[src/rtl/ps2_host_rx.sv]
module ps2_host_rx #(
  parameter int CLK_HZ        = 8_000_000,
  parameter int INHIBIT_US    = 100,
  parameter int START_WAIT_US = 108,
  parameter int LATE_US       = 16,
  parameter int STALL_US      = 2000,
  parameter int FILT          = 4
) (
  input  logic       clk,
  input  logic       rst_n,
  input  logic       ps2_clk_i,
  input  logic       ps2_data_i,
  input  logic       sample_late,
  output logic       ps2_clk_oe,
  output logic       ps2_data_oe,
  output logic [7:0] rx_byte,
  output logic       rx_valid,
  output logic       rx_err,
  output logic       rx_timeout,
  output logic       irq
);

  localparam int KHZ       = CLK_HZ / 1000;
  localparam int INH_CYC   = KHZ * INHIBIT_US / 1000;
  localparam int WIN_CYC   = KHZ * START_WAIT_US / 1000;
  localparam int DLY_CYC   = KHZ * LATE_US / 1000;
  localparam int STALL_CYC = KHZ * STALL_US / 1000;
  localparam int MAX_A     = (INH_CYC > WIN_CYC) ? INH_CYC : WIN_CYC;
  localparam int MAX_C     = (MAX_A > STALL_CYC) ? MAX_A : STALL_CYC;
  localparam int TW        = $clog2(MAX_C + 1);
  localparam int DW        = $clog2(DLY_CYC + 2);
  localparam int FW        = $clog2(FILT + 1);

  localparam logic [TW-1:0] INH_END   = TW'(INH_CYC - 1);
  localparam logic [TW-1:0] WIN_END   = TW'(WIN_CYC - 1);
  localparam logic [TW-1:0] STALL_END = TW'(STALL_CYC - 1);
  localparam logic [DW-1:0] DLY_END   = DW'(DLY_CYC);

  typedef enum logic [1:0] {S_INH, S_LISTEN, S_FRAME} st_t;

  logic [1:0] raw, flt;
  assign raw = {ps2_data_i, ps2_clk_i};

  genvar g;
  for (g = 0; g < 2; g++) begin : g_line
    logic [1:0]    sy;
    logic [FW-1:0] cnt;
    logic          fl;
    always_ff @(posedge clk or negedge rst_n) begin
      if (!rst_n) begin
        sy  <= 2'b11;
        cnt <= '0;
        fl  <= 1'b1;
      end else begin
        sy <= {sy[0], raw[g]};
        if (sy[1] == fl) cnt <= '0;
        else if (cnt == FW'(FILT - 1)) begin
          fl  <= sy[1];
          cnt <= '0;
        end else cnt <= cnt + 1'b1;
      end
    end
    assign flt[g] = fl;
  end

  st_t           st;
  logic [TW-1:0] tmr;
  logic [DW-1:0] dcnt;
  logic [3:0]    bitn;
  logic [10:0]   shreg;
  logic          hold_lo, pend, clk_q;

  logic        fall, take, good;
  logic [10:0] frame_w;

  assign fall    = clk_q & ~flt[0];
  assign take    = (st == S_FRAME) & pend & (sample_late ? (dcnt == DLY_END) : 1'b1);
  assign frame_w = {flt[1], shreg[10:1]};
  assign good    = ~frame_w[0] & frame_w[10] & (^frame_w[9:1]);

  assign ps2_clk_oe  = hold_lo;
  assign ps2_data_oe = hold_lo;
  assign irq         = rx_valid | rx_err | rx_timeout;

  always_ff @(posedge clk or negedge rst_n) begin
    if (!rst_n) begin
      st         <= S_INH;
      tmr        <= '0;
      dcnt       <= '0;
      bitn       <= '0;
      shreg      <= '0;
      hold_lo    <= 1'b1;
      pend       <= 1'b0;
      clk_q      <= 1'b1;
      rx_byte    <= '0;
      rx_valid   <= 1'b0;
      rx_err     <= 1'b0;
      rx_timeout <= 1'b0;
    end else begin
      clk_q      <= flt[0];
      rx_valid   <= 1'b0;
      rx_err     <= 1'b0;
      rx_timeout <= 1'b0;
      case (st)
        S_INH: begin
          hold_lo <= 1'b1;
          if (tmr == INH_END) begin
            st      <= S_LISTEN;
            tmr     <= '0;
            hold_lo <= 1'b0;
          end else tmr <= tmr + 1'b1;
        end
        S_LISTEN: begin
          if (fall) begin
            st   <= S_FRAME;
            tmr  <= '0;
            bitn <= '0;
            pend <= 1'b1;
            dcnt <= '0;
          end else if (tmr == WIN_END) begin
            rx_timeout <= 1'b1;
            st         <= S_INH;
            tmr        <= '0;
            hold_lo    <= 1'b1;
          end else tmr <= tmr + 1'b1;
        end
        S_FRAME: begin
          if (take) begin
            shreg <= frame_w;
            pend  <= 1'b0;
            bitn  <= bitn + 1'b1;
          end else if (pend) dcnt <= dcnt + 1'b1;
          if (fall) begin
            pend <= 1'b1;
            dcnt <= '0;
            tmr  <= '0;
          end else tmr <= tmr + 1'b1;
          if (take && bitn == 4'd10) begin
            if (good) begin
              rx_byte  <= frame_w[8:1];
              rx_valid <= 1'b1;
            end else rx_err <= 1'b1;
            st      <= S_INH;
            tmr     <= '0;
            pend    <= 1'b0;
            hold_lo <= 1'b1;
          end else if (!fall && tmr == STALL_END) begin
            rx_err  <= 1'b1;
            st      <= S_INH;
            tmr     <= '0;
            pend    <= 1'b0;
            hold_lo <= 1'b1;
          end
        end
        default: begin
          st      <= S_INH;
          tmr     <= '0;
          hold_lo <= 1'b1;
        end
      endcase
    end
  end


  valid_pulse_chk: assert property (@(posedge clk) disable iff (!rst_n)
    rx_valid |=> !rx_valid);


  byte_hold_chk: assert property (@(posedge clk) disable iff (!rst_n)
    !rx_valid |-> $stable(rx_byte));


  tmo_released_chk: assert property (@(posedge clk) disable iff (!rst_n)
    rx_timeout |-> $past(!ps2_clk_oe));


  evt_inhibit_chk: assert property (@(posedge clk) disable iff (!rst_n)
    (rx_valid || rx_err || rx_timeout) |-> (ps2_clk_oe && ps2_data_oe));


  events_excl_chk: assert property (@(posedge clk) disable iff (!rst_n)
    $onehot0({rx_valid, rx_err, rx_timeout}));


  stall_bound_chk: assert property (@(posedge clk) disable iff (!rst_n)
    (st == S_FRAME) |-> (tmr <= STALL_END));


  release_pair_chk: assert property (@(posedge clk) disable iff (!rst_n)
    $fell(ps2_clk_oe) |-> $past(st == S_INH));

endmodule

[config.mk]
export PLATFORM = sky130hd
export DESIGN_NAME = ps2_host_rx
export DESIGN_NICKNAME = d
export VERILOG_FILES = /design/src/rtl/ps2_host_rx.sv
export SDC_FILE = /design/constraint.sdc
export NUM_CORES = 1
export LEC_CHECK = 0
export CORE_MARGIN = 10
export CORE_UTILIZATION = 59
export DETAILED_ROUTE_END_ITERATION = 8
export GPL_TIMING_DRIVEN = 0
export PLACE_DENSITY = 0.84
export SYNTH_ARGS = -nofsm -noshare
export SYNTH_HDL_FRONTEND = slang
export SYNTH_SLANG_ARGS = --single-unit
[constraint.sdc]
create_clock -name clk -period 3 [get_ports clk]
set_clock_uncertainty 0.2 [all_clocks]
set_input_delay 0.45 -clock clk [delete_from_list [all_inputs] [get_ports clk]]
set_output_delay 0.45 -clock clk [all_outputs]
set_load 0.01 [all_outputs]
==> flow_summary_export.csv <==
group,metric,value,unit
status,status,"complete, but fails checks",
status,violations,"hold timing",
yosys,synth_area_leader_cell,"dfrtp_1",
sta,rsz0062_at_grt,"false",
global_route,grt_overflow,0,
sta,period_share,0.938,
yosys,synth_edf_count,0,
global_route,grt_use_total,0.141,
yosys,ys_async_sr_fraction,1.00,
yosys,yosysSeqAreaShare,0.523,
routing,wl_per_cell,15.0,um
placement,place_area,3350,um2
yosys,syn_nets,284,
placement,gp_congestion,0.800,
setup_path,crit_fanout,10,
clocking,clkTransAtPathRegs,0.07,ns
sta,slew_headroom,0.278,
global_route,grt_max_degree,65,
clocking,cts_hold_buffers,0,
clocking,root_buffer,"clkbuf_8",
routing,drt_wl_total,5560,um
routing,ant_nets,0,
placement,dp_hpwl,3880,um
worst_hold_path,hp-class,"in2async",
sta,worst_hold_slack,-0.00884,ns
yosys,ys_ff_latch,64,
setup_path,critPathRequiredTime,3.02,ns
global_route,first_global_vias,2128,
final_layout,stdcell_area,3510,um2
routing,firstDrtPassIters,4,
yosys,synth.area.top_cells,"dfrtp_1 45%, mux2_2 8.0%, dfstp_2 6.8%, xor2_1 4.5%, ha_1 4.5%",
sta,slew_violations,0,
clocking,cts_buffers,9,
final_layout,syn_to_final_growth,14.0,%
sta,tightest_slew,1.06,ns
yosys,ys_types,48,
floorplan,rows,26,
floorplan,ios,19,
clocking,cts_tree,"built",
floorplan,die_area,8520,um2
routing,drc,0,
floorplan,die_w,92.3,um
clocking,htree_levels,3,
clocking,cts_setup_buffers,0,
final_layout,nets,313,
floorplan,core_area,5070,um2
final_layout,diodes,0,
routing,vias,2075,
yosys,ys_dominant_reg_cell,"dfrtp_1",
yosys,yosysWarnings,0,
placement,portBuffers,18,
clocking,insertion_delay,0.34,ns
sta,final.min_clock_period,2.81,ns
clocking,cts_buffer_depth,2,
sta,max_freq,356,MHz
global_route,grt_pass1_wl,9690,um
yosys,synth_top_area_frac,0.455,
run,drv.max_cap_violation_count,0,
yosys,syn_inst,268,
yosys,netlist_area,3080,um2
power,p_leak,1.55,nW
floorplan,start_util,0.607,
routing,drt_iter0_drc,92,
floorplan,die-height,92.3,um
sta,hold_viol,10,
power,vdd.ir_drop.worst,564,uV
yosys,synth.avg_cell_area,11.5,um2
clocking,cts_resized,0,
sta,setup_viol,0,
setup_path,cp-end-kind,"flip-flop",
global_route,antenna_found_initial,0,
power,p_per_area,705,nW/um2
setup_path,criticalPathCategory,"reg2reg",
clocking,numClockSinks,64,
routing,vias_per_cell,5.58,
final_layout,drive_gt1_frac,0.179,
setup_path,worstPathArrival,2.84,ns
setup_path,critPathLaunchType,"flip-flop",
synthesized netlist by cell type (2+ instances only):
| library cell | number |
|---|---|
| a21o_1 | 2 |
| a21oi_1 | 4 |
| a31oi_1 | 2 |
| and3_1 | 4 |
| and4_1 | 3 |
| buf_2 | 3 |
| buf_4 | 2 |
| clkbuf_1 | 7 |
| dfrtp_1 | 56 |
| dfstp_2 | 8 |
| ha_1 | 11 |
| inv_1 | 9 |
| mux2_2 | 22 |
| mux2i_1 | 3 |
| nand2_1 | 13 |
| nand3_1 | 16 |
| nand4_1 | 4 |
| nand4b_1 | 2 |
| nor2_1 | 16 |
| nor2b_1 | 4 |
| nor3_1 | 18 |
| nor3b_1 | 5 |
| nor4_1 | 2 |
| o21ai_0 | 3 |
| o2bb2ai_1 | 2 |
| xnor2_1 | 10 |
| xor2_1 | 16 |
report_power, final:
part	internal (W)	switching (W)	total, W
registers	0.00100	0.000112	0.00111
clock network	0.000300	0.000322	0.000622
logic	0.000324	0.000421	0.000745
final cells by class:
cell class | count | area [um2]
multi-input cells | 183 | 1380
flip-flops and latches | 64 | 1610
repair buffers | 18 | 178
clock buffers | 11 | 131
well taps | 70 | 87.6
clock inverters | 5 | 35.0
fillers | 387 | 1560
plain buffers | 12 | 56.3
inverters | 9 | 33.8
cell usage in the layout, fill, tap and decap left out, types with 2 or more instances in the layout:
cell              n
a21o_1            2
a21oi_1           4
a31oi_1           2
and3_1            4
and4_1            3
buf_2             3
buf_4             3
clkbuf_1          9
clkbuf_8          9
clkdlybuf4s50_1  17
clkinv_2          2
clkinv_4          2
dfrtp_1          56
dfstp_2           8
ha_1             11
inv_1             9
mux2_2           22
mux2i_1           3
nand2_1          13
nand3_1          16
nand4_1           4
nand4b_1          2
nor2_1           16
nor2b_1           4
nor3_1           18
nor3b_1           5
nor4_1            2
o21ai_0           3
o2bb2ai_1         2
xnor2_1          10
xor2_1           16
kinds of logic after synthesis:
logic type / after synthesis / synth area share
AOI/OAI and AO/OA: 23 / 0.0536
xor gates and xnor gates: 27 / 0.0812
adders and majority gates: 11 / 0.0446
buffers and inverters: 21 / 0.0292
DFF: 64 / 0.523
muxes: 26 / 0.0938
and+or+nand+nor: 96 / 0.175
critical path, cell delays in order, from the launching register on:
cell and delay (ns):
dfrtp_1 0.43, nor4b_4 0.33, a31oi_2 0.21, or4_1 0.53
buf_2 0.18, nor4b_2 0.24, buf_4 0.23, mux2_2 0.36
per-stage QoR:
stage / util / std cells / setup slack [ns] / power (W) / TNS (ns)
6_report: 0.693 / 372 / 0.187 / 0.00248 / 0
2_1_floorplan: - / 268 / 0.391 / 0.00169 / 0
5_1_grt: 0.693 / 372 / 0.0603 / 0.00266 / 0
4_1_cts: 0.693 / 372 / 0.166 / 0.00251 / 0
3_3_place_gp: 0.660 / 356 / -0.764 / 0.00185 / -42.97
3_5_place_dp: 0.660 / 356 / 0.0879 / 0.00188 / 0
metal layers:
layer,vias up,part of all wire,global-route usage
li1,1006,-,-
met1,1029,0.45,0.168
met2,26,0.50,0.223
met3,14,0.027,0.0416
met4,0,0.026,0.0771
met5,-,0,0
sequential cells by signal (all words and copies together), names as in the netlist:
signal	flops
rx_err	1
ps2_clk_oe	1
clk_q	1
rx_byte	8
bitn	4
pend	1
dcnt	8
g_line.fl	2
g_line.cnt	6
g_line.sy	4
rx_timeout	1
st	2
rx_valid	1
tmr	14
shreg	10
worst paths after layout:
kind | startpoint | endpoint | slack (ns) | cells after the start
setup / recovery | dcnt[5]$_DFFE_PN0P_ | rx_byte[0]$_DFFE_PN0P_ | 0.19 | 7
hold / removal | rst_n | tmr[4]$_DFF_PN0_ | -0.009 | 1
setup reg to reg | dcnt[5]$_DFFE_PN0P_ | rx_byte[0]$_DFFE_PN0P_ | 0.19 | 7
hold reg to reg | g_line[0].sy[0]$_DFF_PN1_ | g_line[0].sy[1]$_DFF_PN1_ | 0.16 | 0
max in group asynchronous | rst_n | g_line[0].cnt[0]$_DFF_PN0_ | 2.09 | 1
min in group clk | g_line[0].sy[0]$_DFF_PN1_ | g_line[0].sy[1]$_DFF_PN1_ | 0.16 | 0
(Power assumes the default switching activity.)
